==> config.mk <==
export PLATFORM = sky130hd
export DESIGN_NAME = sieve_pipe
export DESIGN_NICKNAME = d
export VERILOG_FILES = /design/src/rtl/sieve_pkg.sv /design/src/rtl/sieve_stage.sv /design/src/rtl/sieve_hit_fifo.sv /design/src/rtl/sieve_pipe.sv
export SDC_FILE = /design/constraint.sdc
export NUM_CORES = 2
export LEC_CHECK = 0
export BUFFER_PORTS_ARGS = -buffer_cell sky130_fd_sc_hd__buf_2
export CELL_PAD_IN_SITES_DETAIL_PLACEMENT = 1
export CELL_PAD_IN_SITES_GLOBAL_PLACEMENT = 1
export CORE_ASPECT_RATIO = 1.25
export CORE_MARGIN = 10
export CORE_UTILIZATION = 51
export DETAILED_ROUTE_END_ITERATION = 6
export GPL_ROUTABILITY_DRIVEN = 0
export GPL_TIMING_DRIVEN = 1
export PLACE_DENSITY = 0.88
export RECOVER_POWER = 25
export SYNTH_ARGS = -nofsm -noshare
export SYNTH_HDL_FRONTEND = slang
export SYNTH_SLANG_ARGS = --single-unit
==> constraint.sdc <==
create_clock -name clk_i -period 9.3 [get_ports clk_i]
set_input_delay 1.395 -clock clk_i [delete_from_list [all_inputs] [get_ports clk_i]]
set_output_delay 1.395 -clock clk_i [all_outputs]
set_load 0.02 [all_outputs]
==> src/rtl/sieve_pkg.sv <==
package sieve_pkg;
  parameter int unsigned DEF_LANES  = 4;
  parameter int unsigned DEF_STAGES = 6;
  parameter int unsigned DEF_IDX_W  = 16;
  parameter int unsigned DEF_P_W    = 8;
  parameter int unsigned DEF_WT_W   = 8;
  parameter int unsigned DEF_SUM_W  = 8;
  parameter int unsigned DEF_FIFO_D = 4;
endpackage

==> src/rtl/sieve_stage.sv <==
module sieve_stage
  import sieve_pkg::*;
#(
  parameter int unsigned LANES = DEF_LANES,
  parameter int unsigned IDX_W = DEF_IDX_W,
  parameter int unsigned P_W   = DEF_P_W,
  parameter int unsigned WT_W  = DEF_WT_W,
  parameter int unsigned SUM_W = DEF_SUM_W
) (
  input  logic                            clk_i,
  input  logic                            rst_ni,
  input  logic                            cfg_we_i,
  input  logic [P_W-1:0]                  cfg_step_i,
  input  logic [IDX_W-1:0]                cfg_first_i,
  input  logic [WT_W-1:0]                 cfg_wt_i,
  input  logic                            adv_i,
  input  logic                            in_valid_i,
  input  logic [IDX_W-1:0]                in_base_i,
  input  logic [LANES-1:0][SUM_W-1:0]     in_sums_i,
  output logic                            out_valid_o,
  output logic [IDX_W-1:0]                out_base_o,
  output logic [LANES-1:0][SUM_W-1:0]     out_sums_o
);
  localparam int unsigned LW = $clog2(LANES);
  localparam int unsigned CW = $clog2(LANES + 1);
  localparam int unsigned EW = IDX_W + P_W + LW + 1;

  logic [P_W-1:0]   step_q;
  logic [IDX_W-1:0] next_q;
  logic [WT_W-1:0]  wt_q;

  logic [LANES-1:0]            hit_mask;
  logic [CW-1:0]               nhits;
  logic [EW-1:0]               next_nxt;
  logic [LANES-1:0][SUM_W-1:0] sum_nxt;

  // unrolled hit walk: at most LANES hits per group
  always_comb begin : walk
    logic [EW-1:0] pos;
    logic [EW-1:0] off;
    hit_mask = '0;
    nhits    = '0;
    for (int j = 0; j < LANES; j++) begin
      pos = EW'(next_q) + EW'(j) * EW'(step_q);
      off = pos - EW'(in_base_i);
      if (step_q != '0 && pos >= EW'(in_base_i) && pos < EW'(in_base_i) + EW'(LANES)) begin
        hit_mask[off[LW-1:0]] = 1'b1;
        nhits = nhits + CW'(1);
      end
    end
    next_nxt = EW'(next_q) + EW'(nhits) * EW'(step_q);
  end

  always_comb begin
    for (int l = 0; l < LANES; l++) begin
      logic [SUM_W:0] ext;
      ext = {1'b0, in_sums_i[l]} + (hit_mask[l] ? (SUM_W+1)'(wt_q) : '0);
      sum_nxt[l] = ext[SUM_W] ? '1 : ext[SUM_W-1:0];
    end
  end

  always_ff @(posedge clk_i or negedge rst_ni) begin
    if (!rst_ni) begin
      step_q      <= '0;
      next_q      <= '0;
      wt_q        <= '0;
      out_valid_o <= 1'b0;
      out_base_o  <= '0;
      out_sums_o  <= '0;
    end else begin
      if (cfg_we_i) begin
        step_q <= cfg_step_i;
        next_q <= cfg_first_i;
        wt_q   <= cfg_wt_i;
      end else if (adv_i && in_valid_i) begin
        next_q <= next_nxt[IDX_W-1:0];
      end
      if (adv_i) begin
        out_valid_o <= in_valid_i;
        out_base_o  <= in_base_i;
        out_sums_o  <= sum_nxt;
      end
    end
  end

  // tracker never falls behind the group it meets
  p_tracker_ahead_r2: assert property (@(posedge clk_i) disable iff (!rst_ni)
    adv_i && in_valid_i && step_q != '0 |-> EW'(next_q) >= EW'(in_base_i));

  // after a group the tracker sits past it
  p_step_past_group_r6: assert property (@(posedge clk_i) disable iff (!rst_ni)
    adv_i && in_valid_i && step_q != '0 && !cfg_we_i
    |=> EW'(next_q) >= EW'($past(in_base_i)) + EW'(LANES));

  for (genvar l = 0; l < LANES; l++) begin : g_sat_chk
    // a lane total never decreases through a stage
    p_no_wrap_r3: assert property (@(posedge clk_i) disable iff (!rst_ni)
      adv_i && in_valid_i |=> out_sums_o[l] >= $past(in_sums_i[l]));
  end
endmodule

==> src/rtl/sieve_hit_fifo.sv <==
module sieve_hit_fifo
  import sieve_pkg::*;
#(
  parameter int unsigned DEPTH = DEF_FIFO_D,
  parameter int unsigned W     = 24
) (
  input  logic         clk_i,
  input  logic         rst_ni,
  input  logic         push_i,
  input  logic [W-1:0] data_i,
  output logic         full_o,
  input  logic         pop_i,
  output logic [W-1:0] data_o,
  output logic         empty_o
);
  localparam int unsigned AW = (DEPTH > 1) ? $clog2(DEPTH) : 1;
  localparam int unsigned CW = $clog2(DEPTH + 1);

  logic [W-1:0]  mem_q [DEPTH];
  logic [AW-1:0] wr_q, rd_q;
  logic [CW-1:0] cnt_q;
  logic          do_push, do_pop;

  assign full_o  = cnt_q == CW'(DEPTH);
  assign empty_o = cnt_q == '0;
  assign data_o  = mem_q[rd_q];
  assign do_push = push_i && !full_o;
  assign do_pop  = pop_i && !empty_o;

  always_ff @(posedge clk_i or negedge rst_ni) begin
    if (!rst_ni) begin
      wr_q  <= '0;
      rd_q  <= '0;
      cnt_q <= '0;
      for (int i = 0; i < DEPTH; i++) mem_q[i] <= '0;
    end else begin
      if (do_push) begin
        mem_q[wr_q] <= data_i;
        wr_q <= (wr_q == AW'(DEPTH - 1)) ? '0 : wr_q + AW'(1);
      end
      if (do_pop) rd_q <= (rd_q == AW'(DEPTH - 1)) ? '0 : rd_q + AW'(1);
      cnt_q <= cnt_q + CW'(do_push) - CW'(do_pop);
    end
  end

  // writer never offers data into a full queue
  p_no_push_full_r9: assert property (@(posedge clk_i) disable iff (!rst_ni)
    push_i |-> !full_o);
endmodule

==> src/rtl/sieve_pipe.sv <==
module sieve_pipe
  import sieve_pkg::*;
#(
  parameter int unsigned LANES      = DEF_LANES,
  parameter int unsigned STAGES     = DEF_STAGES,
  parameter int unsigned IDX_W      = DEF_IDX_W,
  parameter int unsigned P_W        = DEF_P_W,
  parameter int unsigned WT_W       = DEF_WT_W,
  parameter int unsigned SUM_W      = DEF_SUM_W,
  parameter int unsigned FIFO_DEPTH = DEF_FIFO_D
) (
  input  logic                       clk_i,
  input  logic                       rst_ni,
  input  logic                       cfg_we_i,
  input  logic [$clog2(STAGES)-1:0]  cfg_sel_i,
  input  logic [P_W-1:0]             cfg_step_i,
  input  logic [IDX_W-1:0]           cfg_first_i,
  input  logic [WT_W-1:0]            cfg_wt_i,
  input  logic                       start_i,
  input  logic [IDX_W-1:0]           base_i,
  input  logic [IDX_W-1:0]           groups_i,
  input  logic [SUM_W-1:0]           thr_i,
  output logic                       busy_o,
  output logic                       hit_valid_o,
  input  logic                       hit_ready_i,
  output logic [IDX_W-1:0]           hit_idx_o,
  output logic [SUM_W-1:0]           hit_sum_o
);
  localparam int unsigned SEL_W = $clog2(STAGES);
  localparam int unsigned LW    = $clog2(LANES);
  localparam int unsigned FW    = IDX_W + SUM_W;

  logic [IDX_W-1:0] cur_q, left_q;
  logic [SUM_W-1:0] thr_q;
  logic             adv, cfg_ok, start_ok;

  logic                        st_valid [STAGES+1];
  logic [IDX_W-1:0]            st_base  [STAGES+1];
  logic [LANES-1:0][SUM_W-1:0] st_sums  [STAGES+1];
  logic [STAGES-1:0]           vld_vec;

  assign st_valid[0] = left_q != '0;
  assign st_base[0]  = cur_q;
  assign st_sums[0]  = '0;

  for (genvar k = 0; k < STAGES; k++) begin : g_stage
    sieve_stage #(
      .LANES(LANES), .IDX_W(IDX_W), .P_W(P_W), .WT_W(WT_W), .SUM_W(SUM_W)
    ) u_stage (
      .clk_i       (clk_i),
      .rst_ni      (rst_ni),
      .cfg_we_i    (cfg_ok && cfg_sel_i == SEL_W'(k)),
      .cfg_step_i  (cfg_step_i),
      .cfg_first_i (cfg_first_i),
      .cfg_wt_i    (cfg_wt_i),
      .adv_i       (adv),
      .in_valid_i  (st_valid[k]),
      .in_base_i   (st_base[k]),
      .in_sums_i   (st_sums[k]),
      .out_valid_o (st_valid[k+1]),
      .out_base_o  (st_base[k+1]),
      .out_sums_o  (st_sums[k+1])
    );
    assign vld_vec[k] = st_valid[k+1];
  end

  // hold register: threshold result of the last group, drained one lane per cycle
  logic [IDX_W-1:0]            h_base_q;
  logic [LANES-1:0][SUM_W-1:0] h_sums_q;
  logic [LANES-1:0]            h_mask_q, pass_mask, pick_oh, mask_after;
  logic [LW-1:0]               pick_lane;
  logic                        push, fifo_full, fifo_empty;
  logic [FW-1:0]               fifo_out;

  always_comb begin
    for (int l = 0; l < LANES; l++)
      pass_mask[l] = st_valid[STAGES] && (st_sums[STAGES][l] > thr_q);
  end

  always_comb begin
    pick_lane = '0;
    for (int l = LANES - 1; l >= 0; l--)
      if (h_mask_q[l]) pick_lane = LW'(l);
    pick_oh = '0;
    pick_oh[pick_lane] = 1'b1;
  end

  assign push       = (h_mask_q != '0) && !fifo_full;
  assign mask_after = push ? (h_mask_q & ~pick_oh) : h_mask_q;
  assign adv        = mask_after == '0;

  sieve_hit_fifo #(.DEPTH(FIFO_DEPTH), .W(FW)) u_fifo (
    .clk_i   (clk_i),
    .rst_ni  (rst_ni),
    .push_i  (push),
    .data_i  ({h_base_q + IDX_W'(pick_lane), h_sums_q[pick_lane]}),
    .full_o  (fifo_full),
    .pop_i   (hit_ready_i),
    .data_o  (fifo_out),
    .empty_o (fifo_empty)
  );

  assign hit_valid_o = !fifo_empty;
  assign hit_idx_o   = fifo_out[FW-1:SUM_W];
  assign hit_sum_o   = fifo_out[SUM_W-1:0];

  assign busy_o   = (left_q != '0) || (vld_vec != '0) || (h_mask_q != '0) || !fifo_empty;
  assign cfg_ok   = cfg_we_i && !busy_o;
  assign start_ok = start_i && !busy_o;

  always_ff @(posedge clk_i or negedge rst_ni) begin
    if (!rst_ni) begin
      cur_q    <= '0;
      left_q   <= '0;
      thr_q    <= '0;
      h_base_q <= '0;
      h_sums_q <= '0;
      h_mask_q <= '0;
    end else begin
      if (start_ok) begin
        cur_q  <= base_i;
        left_q <= groups_i;
        thr_q  <= thr_i;
      end else if (adv && left_q != '0) begin
        cur_q  <= cur_q + IDX_W'(LANES);
        left_q <= left_q - IDX_W'(1);
      end
      if (adv) begin
        h_base_q <= st_base[STAGES];
        h_sums_q <= st_sums[STAGES];
        h_mask_q <= pass_mask;
      end else begin
        h_mask_q <= mask_after;
      end
    end
  end

  // offered report holds while the consumer stalls
  p_hold_stable_r8: assert property (@(posedge clk_i) disable iff (!rst_ni)
    hit_valid_o && !hit_ready_i |=> hit_valid_o && $stable(hit_idx_o) && $stable(hit_sum_o));

  // every offered total is above the latched threshold
  p_above_thr_r4: assert property (@(posedge clk_i) disable iff (!rst_ni)
    hit_valid_o |-> hit_sum_o > thr_q);

  // a run in flight keeps its threshold
  p_thr_locked_r10: assert property (@(posedge clk_i) disable iff (!rst_ni)
    busy_o |=> $stable(thr_q));
endmodule

### Word-level counts from Yosys, hierarchy flattened

Index checks and enable logic that the tools add are counted.

* flip-flop bits (word level): 681
* input bits: 80
* output and inout bits: 26
* word-level logic and storage cells: 614

* $add $sub $neg: 99
* multiply operators: 12
* $lt $le $gt $ge: 105
* equality and inequality tests: 8
* muxes and demuxes: 178
* bitwise gates (word level): 22
* reduce and logical (&&, ||, !) cells: 120

Operator list (number)
* 2-to-1 mux 8 bit: 49
* greater-or-equal comparator 17 x 16 -> 1 bit: 18
* < comparator 17 bit: 18
* 2-to-1 mux 16 bit: 16
* adder 8 x 9 -> 9 bit: 20
* 2-to-1 mux 4 bit: 26
* adder 16 x 10 -> 17 bit: 6
* adder 16 x 3 -> 17 bit, second input constant: 6
* adder 16 x 8 -> 17 bit: 6
* adder 16 x 9 -> 17 bit: 6
* < comparator 16 x 17 -> 1 bit: 6
* adder 16 x 11 -> 16 bit: 6
* bitwise mux 96 bit: 1
* greater-or-equal comparator 16 bit: 6
* logical AND 1 bit: 95
* < comparator 2 x 3 -> 1 bit, second input constant: 25
* 2-to-1 mux 24 bit: 3
* bitwise OR 4 bit: 18
* multiplier 3 x 8 -> 11 bit: 6
* multiplier 2 x 8 -> 10 bit, first input constant: 6
* adder 3 x 1 -> 3 bit, second input constant: 18
* 2-to-1 mux 3 bit: 18
* demux 1 bit (select 2 bit): 25
* greater-or-equal comparator 2 x 1 -> 1 bit, second input constant: 25
* 31 further kinds: 115

### Logic depth before layout (Yosys ltp)

* depth in word-level cells: 15
* depth in mapped cells: 38
* depth with buffers taken out: 38

### Modules after synthesis

A second synthesis with hierarchy kept.

* cells, all modules: 8142
* area, all modules: 73723.2 µm²

By module, submodules not included
* sieve_stage (g_stage[1].u_stage): times used 1, cells an instance 1235, area an instance 10901.7 µm², seq. area each 2026.9 µm²
* sieve_stage (g_stage[0].u_stage): times used 1, cells an instance 1205, area an instance 10709.0 µm², seq. area each 2026.9 µm²
* sieve_stage (g_stage[5].u_stage): times used 1, cells an instance 1216, area an instance 10652.7 µm², seq. area each 2026.9 µm²
* sieve_stage (g_stage[4].u_stage): times used 1, cells an instance 1226, area an instance 10644.0 µm², seq. area each 2026.9 µm²
* sieve_stage (g_stage[3].u_stage): times used 1, cells an instance 1192, area an instance 10400.0 µm², seq. area each 2026.9 µm²
* sieve_stage (g_stage[2].u_stage): times used 1, cells an instance 1156, area an instance 10286.1 µm², seq. area each 2026.9 µm²
* sieve_pipe: times used 1, cells an instance 641, area an instance 5469.0 µm², seq. area each 2302.2 µm²
* sieve_hit_fifo: times used 1, cells an instance 271, area an instance 4660.7 µm², seq. area each 2577.5 µm²

### Least setup slack after synthesis

OpenSTA, ideal clock, no wires.

* path kind: reg-to-reg
* from: register g_stage[2].u_stage.step_q[1]
* to: register g_stage[2].u_stage.next_q[12]
* library setup time: 0.125 ns
* arrival: 8.249 ns
* required time: 9.175 ns
* setup slack: 0.926 ns
* stages on the path, launching flop included: 34
* path buffers: 0
* period minus slack after synthesis: 8.374 ns
* cells stage by stage: dfrtp_1 ha_1 a21o_1 a21oi_1 nor2b_1 o21a_1 o31a_1 a41oi_1 xnor2_1 ha_1 o21a_1 o21ai_0 a31oi_1 o41ai_1 and3_1 ha_1 xor2_2 inv_1 ha_1 nand3_1 xor2_1 nand2_1 fa_1 inv_1 fa_1 ha_1 a21o_1 a21o_1 a2111oi_0 nor3_1 o31ai_1 a21oi_1 xor2_1 mux2_2

* cells in the longest elaborated chain, start to end: 14
* elaborated cells on any way between the ends: 30
* classes of those cells: 7 x add/sub; 2 x mul; 6 x order compare; 6 x mux; 9 x reduce/logical

Ends and longest elaborated chain
* start, declared: line sieve_stage.sv:28 `logic [P_W-1:0] step_q;`
* start signal, assigned: line sieve_stage.sv:72 `step_q <= cfg_step_i;`
* branches (longest 10 deep; another with adder 16 x 10 -> 17 bit)
* multiplier 3 x 8 -> 11 bit *: line sieve_stage.sv:51 `next_nxt = EW'(next_q) + EW'(nhits) * EW'(step_q);`
* adder 16 x 11 -> 16 bit *: line sieve_stage.sv:51
* 2-to-1 mux 16 bit *: line sieve_stage.sv:75 `end else if (adv_i && in_valid_i) begin`
* 2-to-1 mux 16 bit *: line sieve_stage.sv:71 `if (cfg_we_i) begin`
* end signal, assigned: line sieve_stage.sv:73 `next_q <= cfg_first_i;`
* end signal, assigned: line sieve_stage.sv:76 `next_q <= next_nxt[IDX_W-1:0];`
* end, declared: line sieve_stage.sv:29 `logic [IDX_W-1:0] next_q;`

Every way passes the cells marked *. The select of a mux whose other input is x is not followed.
A chain may end at the register's enable or synchronous reset.

### Final worst setup path

* from: register g_stage[4].u_stage.next_q[1]
* to: register g_stage[4].u_stage.next_q[15]

* cells in the longest elaborated chain, start to end: 14
* elaborated cells on any way between the ends: 30
* classes of those cells: 7 x add/sub; 1 x mul; 8 x order compare; 6 x mux; 8 x reduce/logical

Ends and longest elaborated chain (line)
* start, declared: sieve_stage.sv:29
* start signal, assigned: sieve_stage.sv:73
* start signal, assigned: sieve_stage.sv:76
* branches (longest 11 deep; another with adder 16 x 8 -> 17 bit)
* adder 16 x 11 -> 16 bit *: sieve_stage.sv:51
* 2-to-1 mux 16 bit *: sieve_stage.sv:75
* 2-to-1 mux 16 bit *: sieve_stage.sv:71

Marked as above.

==> results by group <==
Route
  – Via density per instance: 6.692
  – WL final: 274400 µm
  – Routed Antenna Nets: 0
  – Routed WL per cell: 27.41 µm
  – DRT iter0 DRCs: 4958
  – Vias post-DR: 67000
  – Post-route DRC violation count: 0
  – Pre-antenna DRT Iters: 6

Min path
  – Hold Crit Class: flop to flop
  – Hold Crit Start: h_sums_q[19]$_DFFE_PN0N_

Setup path
  – Worst reg2reg startpoint: g_stage[4].u_stage.next_q[1]$_DFFE_PN0P_
  – Max stage delay on crit path: 0.54 ns
  – Crit path kind: flop to flop
  – Worst path slowest cell: fa_1
  – CP Data Required Time: slightly below 10 ns
  – Worst Setup SP: g_stage[4].u_stage.next_q[1]$_DFFE_PN0P_
  – Critical path peak fanout: 8
  – WP data arrival: 9.76 ns
  – Startpoint Class: flop
  – Worst setup EP type: flop

Global routing
  – Largest net degree at the start of global routing: 225
  – First-pass GRT wire length: 414700 µm
  – M3 GR Usage: 0.06683
  – Initial antenna violation count: 19
  – Top Usage Layer GRT: met2
  – Grt ovf: 0
  – Tot GR Track Use: 0.3446
  – M1 GR Usage: 0.3626
  – Global-route track usage on met2: 0.5900
  – Vias in the first global route: 73140

Yosys
  – Synth Area in Simple Gates: 0.1617
  – Post-synthesis cell count: 8008
  – Syn. warnings: 0
  – Synth Net Count: 9476
  – Async set or reset register ratio after synthesis: 1.000
  – Top-count cell post-synth: ha_1
  – Mean area per synthesized cell: 8.756 µm²
  – Yosys reg bits: between 600 and 700
  – Area fraction in compound gates after synthesis: 0.1977
  – Post-synth EDFFs: 0
  – Post-synth top area share: 0.2430
  – Largest family of logic cells by synthesized area: adder cells
  – Synth Flop Type: dfrtp_1
  – Fraction of synthesized area in multiplexers: 0.02279
  – Synth top cells by count: ha_1, nand2_1, dfrtp_1, inv_1, o21ai_0
  – Synth unique cells: 97
  – Post-Synth Adder-Cell Area: 0.2669
  – Largest area contributor in the netlist: dfrtp_1
  – XOR/XNOR Fraction of Synth Area: 0.06171
  – Sequential fraction of the synthesis area: 0.2430
  – Ranking of synthesized cells by area: dfrtp_1, ha_1, fa_1
  – Mapped cell area: 0.07011 mm²

Die
  – Starting density of the core: 0.5120
  – Chip width: 351.6 µm
  – Die Ht: 434.6 µm
  – Core area: 0.1369 mm²
  – Rows: 152
  – I/O pin count: 106
  – Full die area: approximately 0.15 mm²

CTS
  – Max Root-Sink Buffers: 3
  – Skew-Pair Late Insertion Delay: 0.76 ns
  – Root Driver: clkbuf_16
  – TritonCTS clock tree: built
  – CTS sink count: 681
  – Clock-pin slew on the worst setup and hold paths: 0.07 ns
  – Clock buffer count from CTS: 77
  – CTS hold repair buffers: 0
  – CTS H-Tree Depth: 3

Timing
  – Period minus WS final: 9.120 ns
  – Final hold violation count: 0
  – Setup Skew: between 0.06 and 0.07 ns
  – Worst rel slew slack: -3.154
  – Peak Freq: roughly 0.11 GHz
  – Slew Viols, Final: around 540
  – Final setup vio count: 0
  – Worst-Margin Slew: 6.231 ns
  – Final Cycle Share: 0.9807

Finish
  – Layout area overhead: 9.679%
  – Layout cells sized above 1: 0.08008
  – Fin util: 0.5616
  – Fin nets: 9633

Power
  – Switch share: 0.2562
  – Pleak: 37.19 nW
  – Int Power: around 5.1 mW
  – Comb pwr share: 0.045
  – NetSw: 1.748 mW
  – Power density cells: 88.70 mW/mm²
  – Sequential share of power: 0.437
  – Peak VDD IR: ~0.14 mV
  – Tot Pwr: 6.821 mW
  – Clk pwr share: 0.518

Job
  – Max cap viols: 10

Status
  – Violated checks: max-capacitance violations, max-slew violations
  – Run status: complete, but fails checks

Placed design
  – Final HPWL DP: just over 200000 µm
  – PortBufs: between 100 and 150
-- area by class of cell --
type                    count  area, µm²
fillers                 15900      60030
multi-input cells        6475      50310
flip-flops and latches    681      17060
inverters                 629       2361
well taps                1771       2216
clock buffers             102       2161
repair buffers            301       2042
clock inverters            41      718.2
diodes                     11      27.53
-- state kept, by name (all words and copies together) (netlist names) --
name	count
h_sums_q	32
left_q	16
u_fifo.mem_q	96
g_stage.u_stage.out_sums_o	192
u_fifo.rd_q	2
thr_q	8
g_stage.u_stage.out_base_o	96
u_fifo.wr_q	2
cur_q	16
h_mask_q	4
g_stage.u_stage.wt_q	48
g_stage.u_stage.step_q	48
g_stage.u_stage.next_q	96
g_stage.u_stage.out_valid_o	6
h_base_q	16
u_fifo.cnt_q	3
-- cells by family (layout without fill, tap and decap cells) --
family,after synthesis,count (layout)
flip-flops,681,681
XOR/XNOR,489,489
other,0,11
multiplexers,120,120
AO/OA/AOI/OAI,2087,2087
AND/OR/NAND/NOR,2390,2390
adder cells (fa/ha/maj),1389,1389
buffers and inverters,852,1073
-- repair_timing --
item                                    CTS  global route
setup buffers                             0            19
gates resized for setup                  10           106
pin swaps                                 0            16
cloned                                    0             2
endpoints found under the setup margin   15            45
-- routing by layer --
metal,wire [µm],vias to the layer above,share of wire
li1,-,29080,-
met2,130900,3226,0.48
met1,96160,33100,0.35
met4,27550,14,0.10
met5,97,-,0.00035
met3,19690,1577,0.072
-- power by group through the flow --
stage / Sequential (mW) / Clock (mW) / Combinational [mW]
final: 2.98 / 3.53 / 0.304
after global routing: 2.98 / 3.68 / 0.324
after CTS: 2.98 / 3.55 / 0.305
after detailed placement: 3.04 / 0 / 0.302
after global placement: 3.04 / 0 / 0.289
after floorplan: 3.04 / 0 / 0.128
-- stage by stage --
step,std cells,cell area [µm²],hold slack [ns],TNS [ns],worst slack (ns)
final,10010,76900,0.4693,0,0.1799
after global routing,10000,76880,0.4991,-1.452,-0.2055
after CTS,9979,76360,0.4721,0,0.07201
after detailed placement,9836,73430,0.4531,-0.1641,-0.06613
after global placement,9836,73430,0.4431,0,0.3245
after floorplan,8008,70110,0.4304,0,0.9259
-- placed cells by master (no fill, tap or decap), drive strengths merged, types with 157 or more instances in the layout --
cell and instances:
dfrtp 681, inv 631, o21ai 618, xor2 170, ha 1210, nand3 157
a21oi 385, nand2 943, xnor2 317, a21o 162, nor2b 163, nor2 439
buf 290, fa 178
-- critical path, delay by kind of cell (launching register included) --
kind,cells,cell delay (ns)
AOI/OAI and AO/OA,17,3.70
and+or+nand+nor,4,0.93
buffers and inverters,3,0.38
muxes,1,0.43
xor gates and xnor gates,1,0.24
DFF,1,0.51
adders and majority gates,7,2.86
-- path summary, 6_finish.rpt --
check | cells past startpoint | slack (ns) | to
max in group asynchronous | 3 | 1.66 | g_stage[0].u_stage.next_q[1]$_DFFE_PN0P_
min in group asynchronous | 1 | 2.94 | u_fifo.mem_q[84]$_DFFE_PN0P_
hold reg to reg | 2 | 0.47 | h_sums_q[19]$_DFFE_PN0N_
hold / removal | 2 | 0.47 | h_sums_q[19]$_DFFE_PN0N_
setup / recovery | 33 | 0.18 | g_stage[4].u_stage.next_q[15]$_DFFE_PN0P_
setup reg to reg | 33 | 0.18 | g_stage[4].u_stage.next_q[15]$_DFFE_PN0P_
No activity file was read; power rests on OpenSTA's default activity.
